[config.mk]
export PLATFORM = sky130hd
export DESIGN_NAME = softstart_hiccup_ctrl
export DESIGN_NICKNAME = d
export VERILOG_FILES = /design/src/rtl/ssh_pkg.sv /design/src/rtl/ssh_supervisor.sv /design/src/rtl/ssh_oc_skip.sv /design/src/rtl/ssh_channel.sv /design/src/rtl/softstart_hiccup_ctrl.sv
export SDC_FILE = /design/constraint.sdc
export NUM_CORES = 1
export LEC_CHECK = 0
export ABC_AREA = 1
export BUFFER_PORTS_ARGS = -buffer_cell sky130_fd_sc_hd__buf_2
export CORE_ASPECT_RATIO = 1.25
export CORE_MARGIN = 3
export CORE_UTILIZATION = 50
export DETAILED_ROUTE_END_ITERATION = 7
export PLACE_DENSITY = 0.74
export REMOVE_ABC_BUFFERS = 1
export SKIP_CTS_REPAIR_TIMING = 1
export SLEW_MARGIN = 15
export SYNTH_ARGS = -nofsm -noshare
export SYNTH_HDL_FRONTEND = slang
export SYNTH_HIERARCHICAL = 1
export SYNTH_SLANG_ARGS = --single-unit
[constraint.sdc]
create_clock -name clk -period 2.9 [get_ports clk]
set_input_delay 0.29 -clock clk [delete_from_list [all_inputs] [get_ports clk]]
set_output_delay 0.29 -clock clk [all_outputs]
set_load 0.1 [all_outputs]
[src/rtl/ssh_pkg.sv]
package ssh_pkg;
  // Channel state codes, visible on the status ports.
  typedef enum logic [2:0] {
    CH_OFF    = 3'd0,
    CH_SOFT   = 3'd1,
    CH_REG    = 3'd2,
    CH_FAULT  = 3'd3,
    CH_HICCUP = 3'd4
  } ch_state_e;

  // Common supervisor mode shared by both channels.
  typedef enum logic [1:0] {
    SUP_RUN    = 2'd0,
    SUP_HICCUP = 2'd1,
    SUP_HOT    = 2'd2
  } sup_mode_e;
endpackage

[src/rtl/ssh_supervisor.sv]
module ssh_supervisor
  import ssh_pkg::*;
#(
  parameter int HICCUP_CYCLES = 50
) (
  input  logic      clk,
  input  logic      rst_n,
  input  logic      trip_any,
  input  logic      ot_flag,
  output sup_mode_e mode,
  output logic      hic_done
);
  localparam int HC_W = $clog2(HICCUP_CYCLES + 1);

  sup_mode_e       mode_q, mode_d;
  logic [HC_W-1:0] cnt_q, cnt_d;
  logic            cnt_en;

  assign hic_done = (mode_q == SUP_HICCUP) && (cnt_q == HC_W'(HICCUP_CYCLES - 1));
  assign mode     = mode_q;

  always_comb begin
    mode_d = mode_q;
    cnt_d  = cnt_q;
    cnt_en = 1'b0;
    if (ot_flag) begin
      mode_d = SUP_HOT;
    end else begin
      unique case (mode_q)
        SUP_RUN: begin
          if (trip_any) begin
            mode_d = SUP_HICCUP;
            cnt_d  = '0;
            cnt_en = 1'b1;
          end
        end
        SUP_HICCUP: begin
          if (hic_done) begin
            mode_d = SUP_RUN;
          end else begin
            cnt_d  = cnt_q + 1'b1;
            cnt_en = 1'b1;
          end
        end
        default: mode_d = SUP_RUN;
      endcase
    end
  end

  always_ff @(posedge clk or negedge rst_n) begin
    if (!rst_n) begin
      mode_q <= SUP_RUN;
      cnt_q  <= '0;
    end else begin
      mode_q <= mode_d;
      if (cnt_en) cnt_q <= cnt_d;
    end
  end
endmodule

[src/rtl/ssh_oc_skip.sv]
module ssh_oc_skip #(
  parameter int SKIP_CYCLES = 6
) (
  input  logic clk,
  input  logic rst_n,
  input  logic active,
  input  logic arm,
  input  logic tick,
  input  logic oc,
  output logic gate_open
);
  localparam int SK_W = $clog2(SKIP_CYCLES + 1);

  logic [SK_W-1:0] skip_q, skip_d;
  logic            skip_en;

  always_comb begin
    skip_d  = skip_q;
    skip_en = 1'b0;
    if (!active) begin
      skip_d  = '0;
      skip_en = 1'b1;
    end else if (tick) begin
      skip_en = 1'b1;
      if (skip_q != '0) begin
        skip_d = skip_q - 1'b1;
      end else if (oc && arm) begin
        skip_d = SK_W'(SKIP_CYCLES);
      end
    end
  end

  always_ff @(posedge clk or negedge rst_n) begin
    if (!rst_n) begin
      skip_q <= '0;
    end else if (skip_en) begin
      skip_q <= skip_d;
    end
  end

  assign gate_open = active && (skip_q == '0);
endmodule

[src/rtl/ssh_channel.sv]
module ssh_channel
  import ssh_pkg::*;
#(
  parameter int REF_W       = 10,
  parameter int REF_FULL    = 800,
  parameter int UV_LEVEL    = 680,
  parameter int RAMP_STEPS  = 16,
  parameter int STEP_CYCLES = 4
) (
  input  logic             clk,
  input  logic             rst_n,
  input  logic             start,
  input  logic [REF_W-1:0] fb_code,
  input  logic             ot_flag,
  input  sup_mode_e        mode,
  input  logic             hic_done,
  input  logic             trip_any,
  output ch_state_e        state,
  output logic             trip,
  output logic [REF_W-1:0] ref_code
);
  localparam int IDX_W  = $clog2(RAMP_STEPS + 1);
  localparam int TMR_W  = $clog2(STEP_CYCLES + 1);
  localparam int PROD_W = REF_W + IDX_W;

  ch_state_e        state_q, state_d;
  logic [IDX_W-1:0] idx_q, idx_d;
  logic [TMR_W-1:0] tmr_q, tmr_d;
  logic             ramp_en;
  logic             ramp_done;
  logic             below_uv;
  logic [PROD_W-1:0] prod;

  assign ramp_done = (idx_q == IDX_W'(RAMP_STEPS));
  assign below_uv  = (fb_code < REF_W'(UV_LEVEL));
  assign trip      = ((state_q == CH_SOFT) && ramp_done && below_uv) ||
                     ((state_q == CH_REG) && below_uv);

  always_comb begin
    state_d = state_q;
    idx_d   = idx_q;
    tmr_d   = tmr_q;
    if (ot_flag) begin
      state_d = CH_FAULT;
    end else if (mode == SUP_HOT) begin
      state_d = CH_OFF;
    end else if (mode == SUP_HICCUP) begin
      state_d = hic_done ? CH_OFF : CH_HICCUP;
    end else if (trip_any) begin
      state_d = CH_HICCUP;
    end else begin
      unique case (state_q)
        CH_OFF: begin
          if (start) state_d = CH_SOFT;
        end
        CH_SOFT: begin
          if (!start) begin
            state_d = CH_OFF;
          end else if (ramp_done) begin
            state_d = CH_REG;
          end else if (tmr_q == TMR_W'(STEP_CYCLES - 1)) begin
            tmr_d = '0;
            idx_d = idx_q + 1'b1;
          end else begin
            tmr_d = tmr_q + 1'b1;
          end
        end
        CH_REG: begin
          if (!start) state_d = CH_OFF;
        end
        default: state_d = CH_OFF;
      endcase
    end
    if (state_d inside {CH_OFF, CH_FAULT, CH_HICCUP}) begin
      idx_d = '0;
      tmr_d = '0;
    end
  end

  assign ramp_en = (state_q == CH_SOFT) || (state_d != state_q);

  always_ff @(posedge clk or negedge rst_n) begin
    if (!rst_n) begin
      state_q <= CH_OFF;
      idx_q   <= '0;
      tmr_q   <= '0;
    end else begin
      state_q <= state_d;
      if (ramp_en) begin
        idx_q <= idx_d;
        tmr_q <= tmr_d;
      end
    end
  end

  assign prod     = PROD_W'(idx_q) * PROD_W'(REF_FULL);
  assign ref_code = REF_W'(prod / PROD_W'(RAMP_STEPS));
  assign state    = state_q;
endmodule

[src/rtl/softstart_hiccup_ctrl.sv]
module softstart_hiccup_ctrl
  import ssh_pkg::*;
#(
  parameter int REF_W         = 10,
  parameter int REF_FULL      = 800,
  parameter int UV_PCT        = 85,
  parameter int RAMP_STEPS    = 16,
  parameter int STEP_CYCLES   = 4,
  parameter int SKIP_CYCLES   = 6,
  parameter int HICCUP_CYCLES = 50
) (
  input  logic             clk,
  input  logic             rst_n,
  input  logic [1:0]       start_req,
  input  logic             pwm_tick,
  input  logic [1:0]       oc_flag,
  input  logic             ot_flag,
  input  logic [REF_W-1:0] fb0_code,
  input  logic [REF_W-1:0] fb1_code,
  output logic [REF_W-1:0] ref0_code,
  output logic [REF_W-1:0] ref1_code,
  output logic [1:0]       pwm_en,
  output logic [1:0]       pulldown_on,
  output logic [2:0]       status0,
  output logic [2:0]       status1
);
  localparam int N_CH     = 2;
  localparam int UV_LEVEL = REF_FULL * UV_PCT / 100;

  logic [1:0]       rst_sync;
  logic             rst_int_n;
  ch_state_e        st   [N_CH];
  logic [REF_W-1:0] fb   [N_CH];
  logic [REF_W-1:0] rf   [N_CH];
  logic [N_CH-1:0]  trip;
  logic             trip_any;
  sup_mode_e        mode;
  logic             hic_done;

  // Reset asserts at once and leaves on a clock edge.
  always_ff @(posedge clk or negedge rst_n) begin
    if (!rst_n) rst_sync <= 2'b00;
    else        rst_sync <= {rst_sync[0], 1'b1};
  end
  assign rst_int_n = rst_sync[1];

  assign fb[0]    = fb0_code;
  assign fb[1]    = fb1_code;
  assign trip_any = |trip;

  ssh_supervisor #(.HICCUP_CYCLES(HICCUP_CYCLES)) u_sup (
    .clk      (clk),
    .rst_n    (rst_int_n),
    .trip_any (trip_any),
    .ot_flag  (ot_flag),
    .mode     (mode),
    .hic_done (hic_done)
  );

  for (genvar g = 0; g < N_CH; g++) begin : g_ch
    logic active;

    ssh_channel #(
      .REF_W       (REF_W),
      .REF_FULL    (REF_FULL),
      .UV_LEVEL    (UV_LEVEL),
      .RAMP_STEPS  (RAMP_STEPS),
      .STEP_CYCLES (STEP_CYCLES)
    ) u_chan (
      .clk      (clk),
      .rst_n    (rst_int_n),
      .start    (start_req[g]),
      .fb_code  (fb[g]),
      .ot_flag  (ot_flag),
      .mode     (mode),
      .hic_done (hic_done),
      .trip_any (trip_any),
      .state    (st[g]),
      .trip     (trip[g]),
      .ref_code (rf[g])
    );

    assign active = (st[g] == CH_SOFT) || (st[g] == CH_REG);

    ssh_oc_skip #(.SKIP_CYCLES(SKIP_CYCLES)) u_skip (
      .clk       (clk),
      .rst_n     (rst_int_n),
      .active    (active),
      .arm       (st[g] == CH_SOFT),
      .tick      (pwm_tick),
      .oc        (oc_flag[g]),
      .gate_open (pwm_en[g])
    );

    assign pulldown_on[g] = (st[g] == CH_FAULT) || (st[g] == CH_HICCUP);
  end

  assign ref0_code = rf[0];
  assign ref1_code = rf[1];
  assign status0   = st[0];
  assign status1   = st[1];
endmodule

==> results of run 1 <==
## path summary, 6_finish.rpt
| path | start | end | slack (ns) |
|---|---|---|---|
| min in group clk | ot_flag | u_sup/mode[1]$_DFFE_PN0P_ | 0.25 |
| worst min-delay path | rst_sync[1]$_DFF_PN0_ | g_ch[0].u_chan/tmr_q[1]$_DFFE_PN0P_ | 0.23 |
| worst max-delay path | g_ch[0].u_chan/idx_q[2]$_DFFE_PN0P_ | ref0_code[9] | 0.06 |
| worst min register to register | rst_sync[1]$_DFF_PN0_ | g_ch[0].u_chan/tmr_q[1]$_DFFE_PN0P_ | 0.23 |
| max in group asynchronous | rst_sync[1]$_DFF_PN0_ | g_ch[0].u_chan/idx_q[1]$_DFFE_PN0P_ | 1.93 |
| worst max register to register | g_ch[0].u_chan/idx_q[2]$_DFFE_PN0P_ | g_ch[0].u_chan/idx_q[3]$_DFFE_PN0P_ | 0.32 |
## cell usage after synthesis (all sizes together)
master / count / share of area
o21a: 2 / 0.0045
o21ai: 16 / 0.032
nor3b: 1 / 0.0038
o21bai: 1 / 0.0023
a21oi: 14 / 0.030
a31o: 2 / 0.0053
clkbuf: 1 / 0.0011
nand4: 7 / 0.013
fa: 2 / 0.012
dfrtp: 38 / 0.29
conb: 3 / 0.0034
nand3: 45 / 0.074
xnor2: 6 / 0.016
buf: 8 / 0.018
xor2: 11 / 0.029
nor3: 4 / 0.0075
or2: 5 / 0.010
a21boi: 2 / 0.0045
nor2: 41 / 0.051
inv: 63 / 0.072
nand2: 130 / 0.17
ha: 40 / 0.15
## per-stage QoR
step           setup WS [ns]  area, um^2   util
2_1_floorplan          -1.52        3250      -
3_3_place_gp           0.206        3730  0.594
3_5_place_dp           0.170        3730  0.594
4_1_cts               -0.158        3820  0.608
5_1_grt              -0.0197        4050  0.644
6_report              0.0597        4050  0.644
## flip-flops by register name, indices dropped and copies added, names as in the netlist
| signal | count |
|---|---|
| g_ch.u_chan/state | 6 |
| rst_sync | 2 |
| u_sup/mode | 2 |
| g_ch.u_chan/idx_q | 10 |
| u_sup/cnt_q | 6 |
| g_ch.u_skip/skip_q | 6 |
| g_ch.u_chan/tmr_q | 6 |
## power breakdown
| part | internal [mW] | total (mW) | switching [mW] |
|---|---|---|---|
| Sequential | 0.575 | 0.617 | 0.0421 |
| Clock | 0.192 | 0.373 | 0.181 |
| Combinational | 0.172 | 0.613 | 0.442 |
## cells by family (layout without fill, tap and decap cells)
family	after synthesis	after routing	share of synthesized area
other	3	3	0.00340
buffers and inverters	72	134	0.0913
adder cells (fa/ha/maj)	42	42	0.163
AND/OR/NAND/NOR	233	233	0.332
XOR/XNOR	17	17	0.0449
flip-flops	38	38	0.287
AO/OA/AOI/OAI	37	37	0.0789
## layout make-up
cell class / count / area [um^2]
clock buffer: 7 / 86.3
clock inverter: 1 / 5.00
fill: 547 / 2240
inverter: 63 / 239
multi-input combinational: 332 / 2210
sequential: 38 / 953
tap: 85 / 106
timing repair buffer: 63 / 443
## per-layer routing
metal | vias up | part of all wire | track usage
met5 | - | 0 | 0
met4 | 0 | 0.015 | 0.0582
met3 | 10 | 0.040 | 0.0307
met2 | 59 | 0.52 | 0.320
met1 | 1361 | 0.42 | 0.195
li1 | 1525 | - | -
==> summary.md, run 1 <==
| Metric | Value |
|---|---|
| WP depth | 8 |
| Num CTS Buffers | 5 |
| Cells after Synth | 442 |
| First-pass GRT wire length | 11,100 um |
| DRT iter0 DRCs | 100 |
| Final GP Congestion | roughly 0.87 |
| CP Class | reg -> out |
| Core ar. | about 0.0063 mm^2 |
| Crit path required time | between 2 and 3 ns |
| VDD IR max | between 0.3 and 0.4 mV |
| Max-slew violations | 0 |
| N_diodes | 0 |
| Syn avg cell area | approximately 7.5 um^2 |
| DRC errors left | 0 |
| Period utilization | 0.979 |
| CP startpoint kind | flop |
| Mapped Area | between 0.003 and 0.004 mm^2 |
| Final hold vios | 0 |
| Final WL | ~6500 um |
| WP data arrival | 2.55 ns |
| Hold Crit Class | reg -> async |
| Clk Latency, worst-skew pair | 0.29 ns |
| Synth-to-layout area growth | 22.0% |
| Most common cell after layout, fill and taps aside | nand2_1 |
| Pwr dens | around 400 mW/mm^2 |
| Most frequent cells in the layout | 111 x nand2_1, 51 x inv_1, 43 x buf_2 |
| DRT antenna net count | 0 |
| Vias in the first global route | about 2,800 |
| WHS | ~0.23 ns |
| Share of post-route cells with drive strength above 1 | 0.286 |
| Num rows | 32 |
| PortBufs | 49 |
| H-tree Lvls | 2 |
| Max-slew headroom | 0.620 |
| Worst Max-Slew Pin Slew | roughly 0.57 ns |
| Routed vias/inst | roughly 5.0 |
| Endpoints failing setup | 0 |
| Clk sinks | 38 |
| Die Span Y | around 97 um |
| LEAKAGE | 2.25 nW |
| 1st-pass router iterations | 4 |
| Die Area | 0.00765 mm^2 |
| WL per Instance | around 11 um |
| Synth unique cells | 34 |
| Fmax | ~350 MHz |
| GRT Overall Usage | 0.173 |
| Io pins | between 50 and 60 |
| CP max-delay cell | dfrtp_1 |
| Dpl hpwl | 5200 um |
| Synth warn | 6 |
| CP Buf/Inv Count | 2 |
| CP top delay family | adder cells |
| Run status | completed |
| Critical-path cell list | inv_1 > ha_1 > ha_1 > ha_1 > ha_4 > a31o_4 > xnor2_4 > buf_12 |
| Final net count | between 500 and 600 |
| Power Total | roughly 1.6 mW |
| Overflow after GRT | 0 |
| CP Capture Type | primary output |
| Setup TNS | 0 ns |
| Fin crit period | around 2.8 ns |
| Worst Skew | around 0.0045 ns |
| Max cap viols | 0 |
| Via count | 2,955 |
| Clock slew at reported path FFs | roughly 0.070 ns |
| Clock tree buffer depth | 2 |
| Clk Tree Root Cell | clkbuf_8 |
| Critical-path maximum fanout | 6 |
| #FFs+latches synth | 38 |
| CP max stage delay | between 0.4 and 0.5 ns |
| Final Non-Filler Cells | 589 |
| Register area share after synthesis | 0.287 |
| Largest net degree at the start of global routing | 24 |
| Die X | 78.8 um |
| Initial antenna violation count | 0 |
| Inst Count DP | approximately 570 |
| R2R depth | 16 |
| Most common cell on crit path | ha_1 |
| TritonCTS clock tree | done |
| Initial Utilization | 0.527 |
(Power assumes the default switching activity.)
==> run 2: changes to the inputs <==
--- a/config.mk
+++ b/config.mk
@@ -11,11 +11,10 @@
 export CORE_MARGIN = 3
 export CORE_UTILIZATION = 50
 export DETAILED_ROUTE_END_ITERATION = 7
-export PLACE_DENSITY = 0.74
+export PLACE_DENSITY = 0.75
 export REMOVE_ABC_BUFFERS = 1
 export SKIP_CTS_REPAIR_TIMING = 1
 export SLEW_MARGIN = 15
 export SYNTH_ARGS = -nofsm -noshare
 export SYNTH_HDL_FRONTEND = slang
-export SYNTH_HIERARCHICAL = 1
 export SYNTH_SLANG_ARGS = --single-unit
==> summary.md, run 2 <==
| Metric | Value |
|---|---|
| Period utilization | 0.974 (-0.00560) |
| Dpl ws | 0.181 ns (+0.0110 ns) |
| Share of post-route cells with drive strength above 1 | 0.256 (-0.0299) |
| Vias in the first global route | 2,813 (+1.8%) |
| VDD IR max | 0.281 mV (-9.6%) |
| Placed cell areas | 0.00356 mm^2 (-4.7%) |
| Endpoints failing setup | 0 (unchanged) |
| Register area share after synthesis | 0.300 (+0.0128) |
| Initial antenna violation count | 0 (unchanged) |
| CP startpoint kind | flop |
| GRT Overall Usage | 0.189 (+0.0162) |
| Clk Tree Root Cell | clkbuf_8 |
| Synth warn | 0 (-6) |
| Most frequent cells in the layout | 101 x nand2_1, 52 x inv_1, 43 x buf_2 |
| Synth area leaders | dfrtp_1 30%, ha_1 16%, nand2_1 12% |
| Filler Cell Count | 543 (-0.73%) |
| PortBufs | 49 (unchanged) |
| DRC errors left | 0 (unchanged) |
| Post-Layout Inst Area | 0.00382 mm^2 (-5.5%) |
| Cells after Synth | 410 (-7.2%) |
| Num rows | 31 (-3.1%) |
| Worst Setup Slack, final | 0.0759 ns (+0.0162 ns) |
| GRT busiest layer | met2 |
| DRT antenna net count | 0 (unchanged) |
| Largest area contributor in the netlist | dfrtp_1 |
| Routed vias/inst | 5.01 (-0.23%) |
| Clk Latency, worst-skew pair | 0.29 ns (about the same) |
| DRT iter0 DRCs | 101 (+1.0%) |
| Fin crit period | 2.82 ns (-0.0162 ns) |
| Worst Max-Slew Pin Slew | 0.586 ns (+0.0154 ns) |
| N_diodes | 0 (unchanged) |
| First-pass GRT wire length | 11,300 um (+2.3%) |
| CP Class | reg -> out |
| Dpl hpwl | 5240 um (+0.70%) |
| Most flops, register | g_ch.u_chan.idx_q |
| Max-slew headroom | 0.607 (-0.0126) |
| Run status | completed |
| Die X | 77.3 um (-2.0%) |
| Max reg flops | 10 (unchanged) |
| Via count | 2,758 (-6.7%) |
| Async SR Flop Fraction | 1.00 (unchanged) |
| Hold Crit Class | in -> reg |
| Met3 usage in global routing | 0.0378 (+0.00708) |
| Clock slew at reported path FFs | 0.08 ns (about the same) |
| Final GP Congestion | 0.800 (-8.3%) |
| Synth unique cells | 41 (+21%) |
| Synth top area share | 0.300 (+0.0128) |
| Max cap viols | 0 (unchanged) |
| Power Total | 1.73 mW (+8.0%) |
| WP data arrival | 2.53 ns (-0.02 ns) |
| Worst Skew | 0.00349 ns (-0.000996 ns) |
| Max-slew violations | 0 (unchanged) |
| Synth-to-layout area growth | 20.5% |
| Largest net degree at the start of global routing | 37 (+54%) |
| Top post-synthesis cells by count | 101 x nand2_1, 52 x inv_1, 40 x ha_1, 40 x nor2_1, 38 x dfrtp_1 |
| Final WL | 6550 um (+0.61%) |
| #FFs+latches synth | 38 (unchanged) |
| Most frequent cell after synthesis | nand2_1 |
| Io pins | 58 (unchanged) |
| Num CTS Buffers | 5 (unchanged) |
| Most common cell after layout, fill and taps aside | nand2_1 |
| CP Capture Type | primary output |
| Mapped Area | 0.00317 mm^2 (-4.3%) |
| Die Span Y | 95.1 um (-2.0%) |
| H-tree Lvls | 2 (unchanged) |
| Die Area | 0.00735 mm^2 (-4.0%) |
| Fmax | 354 MHz (+0.58%) |
| Inst Count DP | 534 (-6.6%) |
| Final Non-Filler Cells | 551 (-6.5%) |
| Crit path required time | 2.61 ns (about the same) |
| Initial Utilization | 0.531 (+0.00395) |
| TritonCTS clock tree | done |
| Ys flop type | dfrtp_1 |
| M2 GR Usage | 0.378 (+0.0571) |
| WL per Instance | 11.9 um (+7.6%) |
| Pwr dens | 453 mW/mm^2 (+14%) |
| M1 GR Usage | 0.198 (+0.00304) |
| Overflow after GRT | 0 (unchanged) |
| Final hold vios | 0 (unchanged) |
| Syn avg cell area | 7.74 um^2 (+3.2%) |
| Critical-path maximum fanout | 5 (-1) |
| Clock tree buffer depth | 2 (unchanged) |
| Clk sinks | 38 (unchanged) |
| Post-synth EDFFs | 0 (unchanged) |
| Final net count | 538 (-6.1%) |
| Core ar. | 0.00597 mm^2 (-5.0%) |
| LEAKAGE | 2.18 nW (-3.4%) |
| 1st-pass router iterations | 4 (unchanged) |
## run 2: cell count changes after synthesis, moves of 4 or more
cell,delta
inv_2,-4
nor2_1,+5
or2_2,-4
nand2_2,-5
nand2_4,-4
nand2_1,-10
o21ai_2,-7
nand3_1,-11
nand4_1,-4
## run 2: through the flow
stage               hold WS (ns)   TNS, ns  utilization
floorplan               -0.00559     -9.74            -
global placement          0.0752         0        0.595
detailed placement        0.0757         0        0.595
CTS                       -0.251    -0.278        0.614
global route               0.134  -0.00167        0.640
finish                     0.140         0        0.640
## run 2: final timing paths
| kind | start | endpoint | slack (ns) | cells after the start |
|---|---|---|---|---|
| max | g_ch[1].u_chan.idx_q[1]$_DFFE_PN0P_ | ref1_code[9] | 0.08 | 8 |
| min | ot_flag | u_sup.mode[1]$_DFFE_PN0P_ | 0.14 | 1 |
| max reg2reg | g_ch[0].u_chan.idx_q[2]$_DFFE_PN0P_ | g_ch[0].u_chan.tmr_q[0]$_DFFE_PN0P_ | 0.70 | 12 |
| min reg2reg | rst_sync[1]$_DFF_PN0_ | g_ch[0].u_skip.skip_q[1]$_DFFE_PN0P_ | 0.29 | 1 |
| max in group asynchronous | rst_sync[1]$_DFF_PN0_ | g_ch[1].u_chan.idx_q[4]$_DFFE_PN0P_ | 2.26 | 1 |
| min in group asynchronous | rst_sync[1]$_DFF_PN0_ | g_ch[0].u_skip.skip_q[1]$_DFFE_PN0P_ | 0.29 | 1 |
## run 2: kinds of logic after synthesis
family / after synthesis / share of synthesized area
AND/OR/NAND/NOR: 206 / 0.303
buffers and inverters: 69 / 0.0958
adder cells (fa/ha/maj): 42 / 0.170
flip-flops: 38 / 0.300
AO/OA/AOI/OAI: 35 / 0.0773
XOR/XNOR: 18 / 0.0520
other: 2 / 0.00237
## run 2: cell type report
class,instances,area (um^2),share of cell area
repair buffers,62,435,0.114
clock buffers,5,68.8,0.0180
clock inverters,3,40.0,0.0105
flip-flops and latches,38,957,0.250
well taps,82,103,0.0268
multi-input cells,304,2010,0.525
inverters,57,214,0.0560
## run 2: metal layers
metal  share of wire  wire length (um)  vias to the layer above
li1                -                 -                     1424
met1            0.41              2670                     1283
met2            0.54              3560                       45
met3           0.037               244                        6
met4           0.011                75                        0
met5               0                 0                        -
## run 2: worst max-delay path, cell delays in order (launching register included)
cell and delay (ns):
dfrtp_2 0.40, inv_1 0.05, ha_1 0.29, ha_1 0.29
ha_1 0.23, fa_2 0.36, a31o_2 0.26, xnor2_2 0.17
buf_12 0.20
## run 2: power breakdown
part / leakage (nW) / switching [mW] / internal, mW
clock: 0.0579 / 0.196 / 0.253
combinational: 1.62 / 0.466 / 0.174
sequential: 0.496 / 0.0489 / 0.594
